`src/rtl/dsched_pkg.sv`:
```
package dsched_pkg;

    parameter int BANKS = 4;
    parameter int ROW_W = 8;
    parameter int COL_W = 6;
    localparam int BANK_W = (BANKS > 1) ? $clog2(BANKS) : 1;

    typedef enum logic [1:0] {
        CMD_NONE = 2'd0,
        CMD_PRE  = 2'd1,
        CMD_ACT  = 2'd2,
        CMD_RD   = 2'd3
    } cmd_e;

    typedef struct packed {
        logic [BANK_W-1:0] bank;
        logic [ROW_W-1:0]  row;
        logic [COL_W-1:0]  col;
    } dreq_t;

    // Next command a request needs, given its bank's row state.
    function automatic cmd_e next_cmd(input logic is_open,
                                      input logic [ROW_W-1:0] open_row,
                                      input logic [ROW_W-1:0] want_row);
        if (!is_open)
            return CMD_ACT;
        else if (open_row == want_row)
            return CMD_RD;
        else
            return CMD_PRE;
    endfunction

endpackage

```
`src/rtl/dsched_queue.sv`:
```
module dsched_queue
    import dsched_pkg::*;
#(
    parameter int DEPTH = 4,
    parameter int AGE_W = 8
) (
    input  logic             clk,
    input  logic             rst,
    input  logic             push,
    input  dreq_t            push_req,
    input  logic [DEPTH-1:0] pop_oh,
    output logic [DEPTH-1:0] slot_used,
    output dreq_t            slot_req [DEPTH],
    output logic [AGE_W-1:0] slot_age [DEPTH],
    output logic             full
);

    logic [DEPTH-1:0] ins_oh;
    logic             found;

    always_comb begin
        ins_oh = '0;
        found  = 1'b0;
        for (int i = 0; i < DEPTH; i++) begin
            if (!slot_used[i] && !found) begin
                ins_oh[i] = 1'b1;
                found     = 1'b1;
            end
        end
    end

    assign full = &slot_used;

    always_ff @(posedge clk) begin
        if (rst) begin
            slot_used <= '0;
            for (int i = 0; i < DEPTH; i++) begin
                slot_req[i] <= '0;
                slot_age[i] <= '0;
            end
        end else begin
            for (int i = 0; i < DEPTH; i++) begin
                if (pop_oh[i]) begin
                    slot_used[i] <= 1'b0;
                end else if (slot_used[i]) begin
                    if (slot_age[i] != '1)
                        slot_age[i] <= slot_age[i] + 1'b1;
                end else if (push && ins_oh[i]) begin
                    slot_used[i] <= 1'b1;
                    slot_req[i]  <= push_req;
                    slot_age[i]  <= '0;
                end
            end
        end
    end

endmodule

```
`src/rtl/dsched_banks.sv`:
```
module dsched_banks
    import dsched_pkg::*;
#(
    parameter int PRE_LAT = 3,
    parameter int ACT_LAT = 4,
    parameter int RD_LAT  = 2
) (
    input  logic              clk,
    input  logic              rst,
    input  logic              issue,
    input  cmd_e              issue_cmd,
    input  logic [BANK_W-1:0] issue_bank,
    input  logic [ROW_W-1:0]  issue_row,
    output logic              bank_open [BANKS],
    output logic [ROW_W-1:0]  bank_row  [BANKS],
    output logic              bank_idle [BANKS]
);

    localparam int MAX_LAT = (PRE_LAT > ACT_LAT) ?
                             ((PRE_LAT > RD_LAT) ? PRE_LAT : RD_LAT) :
                             ((ACT_LAT > RD_LAT) ? ACT_LAT : RD_LAT);
    localparam int CNT_W = $clog2(MAX_LAT + 1);

    logic [CNT_W-1:0] cnt_q [BANKS];

    for (genvar b = 0; b < BANKS; b++) begin : g_bank
        assign bank_idle[b] = (cnt_q[b] == '0);

        always_ff @(posedge clk) begin
            if (rst) begin
                bank_open[b] <= 1'b0;
                bank_row[b]  <= '0;
                cnt_q[b]     <= '0;
            end else if (issue && issue_bank == BANK_W'(b)) begin
                case (issue_cmd)
                    CMD_PRE: begin
                        bank_open[b] <= 1'b0;
                        cnt_q[b]     <= CNT_W'(PRE_LAT - 1);
                    end
                    CMD_ACT: begin
                        bank_open[b] <= 1'b1;
                        bank_row[b]  <= issue_row;
                        cnt_q[b]     <= CNT_W'(ACT_LAT - 1);
                    end
                    CMD_RD:  cnt_q[b] <= CNT_W'(RD_LAT - 1);
                    default: cnt_q[b] <= cnt_q[b];
                endcase
            end else if (cnt_q[b] != '0) begin
                cnt_q[b] <= cnt_q[b] - 1'b1;
            end
        end
    end

endmodule

```
`src/rtl/dsched_pick.sv`:
```
module dsched_pick
    import dsched_pkg::*;
#(
    parameter int DEPTH = 4,
    parameter int AGE_W = 8
) (
    input  logic             slot_used [DEPTH],
    input  dreq_t            slot_req  [DEPTH],
    input  logic [AGE_W-1:0] slot_age  [DEPTH],
    input  logic             bank_open [BANKS],
    input  logic [ROW_W-1:0] bank_row  [BANKS],
    input  logic             bank_idle [BANKS],
    output logic [DEPTH-1:0] grant_oh,
    output logic             win_valid,
    output cmd_e             win_cmd,
    output dreq_t            win_req
);

    // Rank key: column flag above age; only ready slots compete.
    logic [AGE_W:0]    best_key;
    logic [AGE_W:0]    key;
    cmd_e              cand;
    logic [BANK_W-1:0] b;

    always_comb begin
        grant_oh  = '0;
        win_valid = 1'b0;
        win_cmd   = CMD_NONE;
        win_req   = '0;
        best_key  = '0;
        for (int i = 0; i < DEPTH; i++) begin
            b    = slot_req[i].bank;
            cand = next_cmd(bank_open[b], bank_row[b], slot_req[i].row);
            key  = {(cand == CMD_RD), slot_age[i]};
            if (slot_used[i] && bank_idle[b] && (!win_valid || key > best_key)) begin
                win_valid = 1'b1;
                best_key  = key;
                win_cmd   = cand;
                win_req   = slot_req[i];
                grant_oh  = '0;
                grant_oh[i] = 1'b1;
            end
        end
    end

endmodule

```
`src/rtl/dsched_frfcfs.sv`:
```
module dsched_frfcfs
    import dsched_pkg::*;
#(
    parameter int DEPTH   = 4,
    parameter int AGE_W   = 8,
    parameter int PRE_LAT = 3,
    parameter int ACT_LAT = 4,
    parameter int RD_LAT  = 2
) (
    input  logic              clk,
    input  logic              rst,
    input  logic              req_valid,
    output logic              req_ready,
    input  logic [BANK_W-1:0] req_bank,
    input  logic [ROW_W-1:0]  req_row,
    input  logic [COL_W-1:0]  req_col,
    output logic              cmd_valid,
    output logic [1:0]        cmd_type,
    output logic [BANK_W-1:0] cmd_bank,
    output logic [ROW_W-1:0]  cmd_row,
    output logic [COL_W-1:0]  cmd_col
);

    logic [DEPTH-1:0] used_vec;
    logic             used_arr [DEPTH];
    dreq_t            slot_req [DEPTH];
    logic [AGE_W-1:0] slot_age [DEPTH];
    logic             full;
    logic             bank_open [BANKS];
    logic [ROW_W-1:0] bank_row  [BANKS];
    logic             bank_idle [BANKS];
    logic [DEPTH-1:0] grant_oh;
    logic             win_valid;
    cmd_e             win_cmd;
    dreq_t            win_req;
    dreq_t            in_req;

    assign in_req    = '{bank: req_bank, row: req_row, col: req_col};
    assign req_ready = !full;

    for (genvar i = 0; i < DEPTH; i++) begin : g_used
        assign used_arr[i] = used_vec[i];
    end

    dsched_queue #(.DEPTH(DEPTH), .AGE_W(AGE_W)) u_queue (
        .clk       (clk),
        .rst       (rst),
        .push      (req_valid && !full),
        .push_req  (in_req),
        .pop_oh    (grant_oh & {DEPTH{win_cmd == CMD_RD}}),
        .slot_used (used_vec),
        .slot_req  (slot_req),
        .slot_age  (slot_age),
        .full      (full)
    );

    dsched_banks #(.PRE_LAT(PRE_LAT), .ACT_LAT(ACT_LAT), .RD_LAT(RD_LAT)) u_banks (
        .clk        (clk),
        .rst        (rst),
        .issue      (win_valid),
        .issue_cmd  (win_cmd),
        .issue_bank (win_req.bank),
        .issue_row  (win_req.row),
        .bank_open  (bank_open),
        .bank_row   (bank_row),
        .bank_idle  (bank_idle)
    );

    dsched_pick #(.DEPTH(DEPTH), .AGE_W(AGE_W)) u_pick (
        .slot_used (used_arr),
        .slot_req  (slot_req),
        .slot_age  (slot_age),
        .bank_open (bank_open),
        .bank_row  (bank_row),
        .bank_idle (bank_idle),
        .grant_oh  (grant_oh),
        .win_valid (win_valid),
        .win_cmd   (win_cmd),
        .win_req   (win_req)
    );

    assign cmd_valid = win_valid;
    assign cmd_type  = win_cmd;
    assign cmd_bank  = win_req.bank;
    assign cmd_row   = win_req.row;
    assign cmd_col   = win_req.col;

endmodule

```
`config.mk`:
```
export PLATFORM = sky130hd
export DESIGN_NAME = dsched_frfcfs
export DESIGN_NICKNAME = d
export VERILOG_FILES = /design/src/rtl/dsched_pkg.sv /design/src/rtl/dsched_queue.sv /design/src/rtl/dsched_banks.sv /design/src/rtl/dsched_pick.sv /design/src/rtl/dsched_frfcfs.sv
export SDC_FILE = /design/constraint.sdc
export NUM_CORES = 1
export LEC_CHECK = 0
export BUFFER_PORTS_ARGS = -buffer_cell sky130_fd_sc_hd__buf_4
export CAP_MARGIN = 20
export CELL_PAD_IN_SITES_DETAIL_PLACEMENT = 1
export CELL_PAD_IN_SITES_GLOBAL_PLACEMENT = 2
export CORE_MARGIN = 10
export CORE_UTILIZATION = 39
export CTS_CLUSTER_DIAMETER = 50
export DETAILED_ROUTE_END_ITERATION = 8
export PLACE_DENSITY = 0.9
export SLEW_MARGIN = 30
export SYNTH_ARGS = -nofsm -noshare
export SYNTH_HDL_FRONTEND = slang
export SYNTH_SLANG_ARGS = --single-unit
```
`constraint.sdc`:
```
create_clock -name clk -period 12.15 [get_ports clk]
set_clock_uncertainty 0.2 [all_clocks]
set_input_delay 1.8225 -clock clk [delete_from_list [all_inputs] [get_ports clk]]
set_output_delay 1.8225 -clock clk [all_outputs]
set_load 0.01 [all_outputs]
```
==> flow_metrics.env <==
export IMPL_status="completed"
export IMPL_grt_pass1_vias=8950
export IMPL_cap_violations=0
export IMPL_instances_no_fill=1439
export IMPL_yosysMostFrequentCell="nand2_1"
export IMPL_cpMaxStageDelayCell="a21o_2"
export IMPL_synthArstFlopShare_pct=0
export IMPL_start_kind="register"
export IMPL_first_pass_iters=5
export IMPL_htreeDepth=4
export IMPL_synth_common_cells="228 x nand2_1, 136 x dfxtp_1, 112 x a21oi_1, 56 x nor2_1, 46 x mux2i_1"
export IMPL_path_max_fanout=30
export IMPL_yosys_most_used_dff="dfxtp_1"
export IMPL_slew_viol_final=0
export IMPL_grt_max_degree=68
export IMPL_holdBufCountCts=0
export IMPL_timing_fmax_mhz=93.2
export IMPL_seq_area_frac_synth_pct=32.7
export IMPL_synth_area_leaders="dfxtp_1 29%, nand2_1 9.1%, mux4_2 8.8%, a21oi_1 6.0%, ha_1 5.7%"
export IMPL_drc_errors=0
export IMPL_place_congestion=0.925
export IMPL_power_density_nw_per_um2=130
export IMPL_cts_resized_gates=0
export IMPL_ys_warn_count=0
export IMPL_antenna_found_initial=0
export IMPL_slew_headroom_pct=34.9
export IMPL_cts_sinks=148
export IMPL_diodes=0
export IMPL_synth_top_area_share_pct=28.9
export IMPL_ys_ff_latch=148
export IMPL_hold_viol=0
export IMPL_drt_iter0_drc=649
export IMPL_wirelength_um=30900
export IMPL_cts_setup_buffers=0
export IMPL_synth_nets=1170
export IMPL_die_h_um=175
export IMPL_area_delta_synth_final_pct=11.6
export IMPL_min_period_ns=10.73
export IMPL_critPathMaxStageDelay_ns=0.61
export IMPL_tightestPinTransition_ns=0.952
export IMPL_synth_area_um2=9420
export IMPL_rows=56
export IMPL_critical_path_class="register to output pin"
export IMPL_fin_nets=1169
export IMPL_drive_gt1_share_pct=13.4
export IMPL_synthCells=1108
export IMPL_tritoncts="yes"
export IMPL_critPathRequiredTime_ns=10.13
export IMPL_ant_nets=0
export IMPL_dieArea_um2=30800
export IMPL_grt_overflow=0
export IMPL_fill_cells=2801
export IMPL_grt_pass1_wl_um=50100
export IMPL_seq_area_um2=3080
export IMPL_vias=8620
export IMPL_dp_cells=1407
export IMPL_period_share_pct=88.3
export IMPL_path_clk_slew_ns=0.07
export IMPL_hp_class="register to register"
export IMPL_dieWidth_um=175
export IMPL_io_buffers=38
export IMPL_hpwl_um=22200
export IMPL_syn_avg_cell_area_um2=8.50
export IMPL_worst_ep_arrival_time_ns=8.71
export IMPL_power_leakage_nw=4.00
export IMPL_rsz0062_at_grt="false"
export IMPL_vias_per_cell=5.99
export IMPL_crit_path_end_kind="output pin"
export IMPL_cts_made_buffers=17
export IMPL_ys_types=80
export IMPL_start_util_pct=39.9
export IMPL_synth_largest_area_cell="dfxtp_1"
export IMPL_finalSetupViolations=0
export IMPL_peakVddDrop_mv=0.0632
export IMPL_track_usage_pct=20.1
export IMPL_coreArea_um2=23600
export IMPL_fin_setup_tns_ns=0
export IMPL_cts_buffer_depth=2
export IMPL_cts_root_buf="clkbuf_16"
export IMPL_multi_input_area_um2=5920
export IMPL_io_pins=39
export IMPL_synth_edf_count=12
export IMPL_insertion_delay_ns=0.44
export IMPL_wire_per_inst_um=21.5
[critical path, delay by kind of cell, from the launching register on]
kind | cells | cell delay, ns
buf+inv | 5 | 1.22
flops | 1 | 0.40
simple gates | 7 | 1.53
fa+ha+maj | 4 | 1.24
compound gates | 15 | 3.88
[through the flow]
stage	area, um^2	utilization, %	setup WS [ns]	hold slack, ns	total power [mW]
2_1_floorplan	9420	-	2.46	0.233	0.744
3_3_place_gp	9890	41.9	1.71	0.239	0.823
3_5_place_dp	9890	41.9	1.40	0.248	0.833
4_1_cts	10500	44.5	0.823	0.259	1.38
5_1_grt	10500	44.5	0.757	0.283	1.44
6_report	10500	44.5	1.42	0.258	1.37
[final timing paths]
kind | from | to | slack [ns] | depth (start not counted)
max | u_banks.cnt_q[1][0] | cmd_row[7] | 1.42 | 31
min | u_queue.slot_req[21] | u_queue.slot_req[21] | 0.26 | 2
max reg2reg | u_banks.cnt_q[1][0] | u_queue.slot_age[25] | 2.14 | 33
min reg2reg | u_queue.slot_req[21] | u_queue.slot_req[21] | 0.26 | 2
[kinds of logic after synthesis]
kind of cell / synth area share [%]
AOI/OAI and AO/OA: 18.3
adders and majority gates: 5.71
muxes: 14.0
and+or+nand+nor: 21.3
xor gates and xnor gates: 3.44
buffers and inverters: 4.56
DFF: 32.7
[power breakdown]
group	internal, mW	switching, mW
clock network	0.280	0.267
logic	0.105	0.170
registers	0.524	0.0236
total	0.909	0.461
[layer usage]
layer / GRT usage (%) / vias up / part of all wire [%]
met3: 3.43 / 79 / 4.4
li1: - / 4014 / -
met5: 0 / - / 0
met1: 24.2 / 4292 / 42
met2: 34.8 / 235 / 50
met4: 8.58 / 0 / 3.6
[cell type report]
| class | count | area share (%) |
|---|---|---|
| repair buffers | 51 | 3.64 |
| flip-flops and latches | 148 | 29.3 |
| clock buffers | 17 | 4.05 |
| inverters | 29 | 1.04 |
| multi-input cells | 860 | 56.3 |
| well taps | 319 | 3.80 |
| clock inverters | 15 | 1.81 |
[sequential cells by signal (all words and copies together) (netlist names)]
| name | cells |
|---|---|
| u_banks.bank_open | 4 |
| u_queue.slot_age | 32 |
| u_banks.cnt_q | 12 |
| u_queue.slot_req | 64 |
| u_queue.slot_used | 4 |
| u_banks.bank_row | 32 |
[placed cells by master, fill, tap and decap left out, types with 9 or more instances in the layout]
| cell type | count |
|---|---|
| dfxtp_1 | 136 |
| clkbuf_16 | 17 |
| o21ai_0 | 45 |
| a21boi_0 | 11 |
| nand4_1 | 20 |
| o211ai_1 | 9 |
| inv_1 | 27 |
| buf_4 | 51 |
| ha_1 | 43 |
| nand3_1 | 36 |
| nor3_1 | 15 |
| mux2i_1 | 46 |
| a211oi_1 | 9 |
| mux4_2 | 37 |
| a21oi_1 | 112 |
| edfxtp_1 | 12 |
| nand2_1 | 228 |
| nor2_1 | 56 |
| xnor2_1 | 32 |
| or3_1 | 15 |
(Power assumes the default switching activity.)
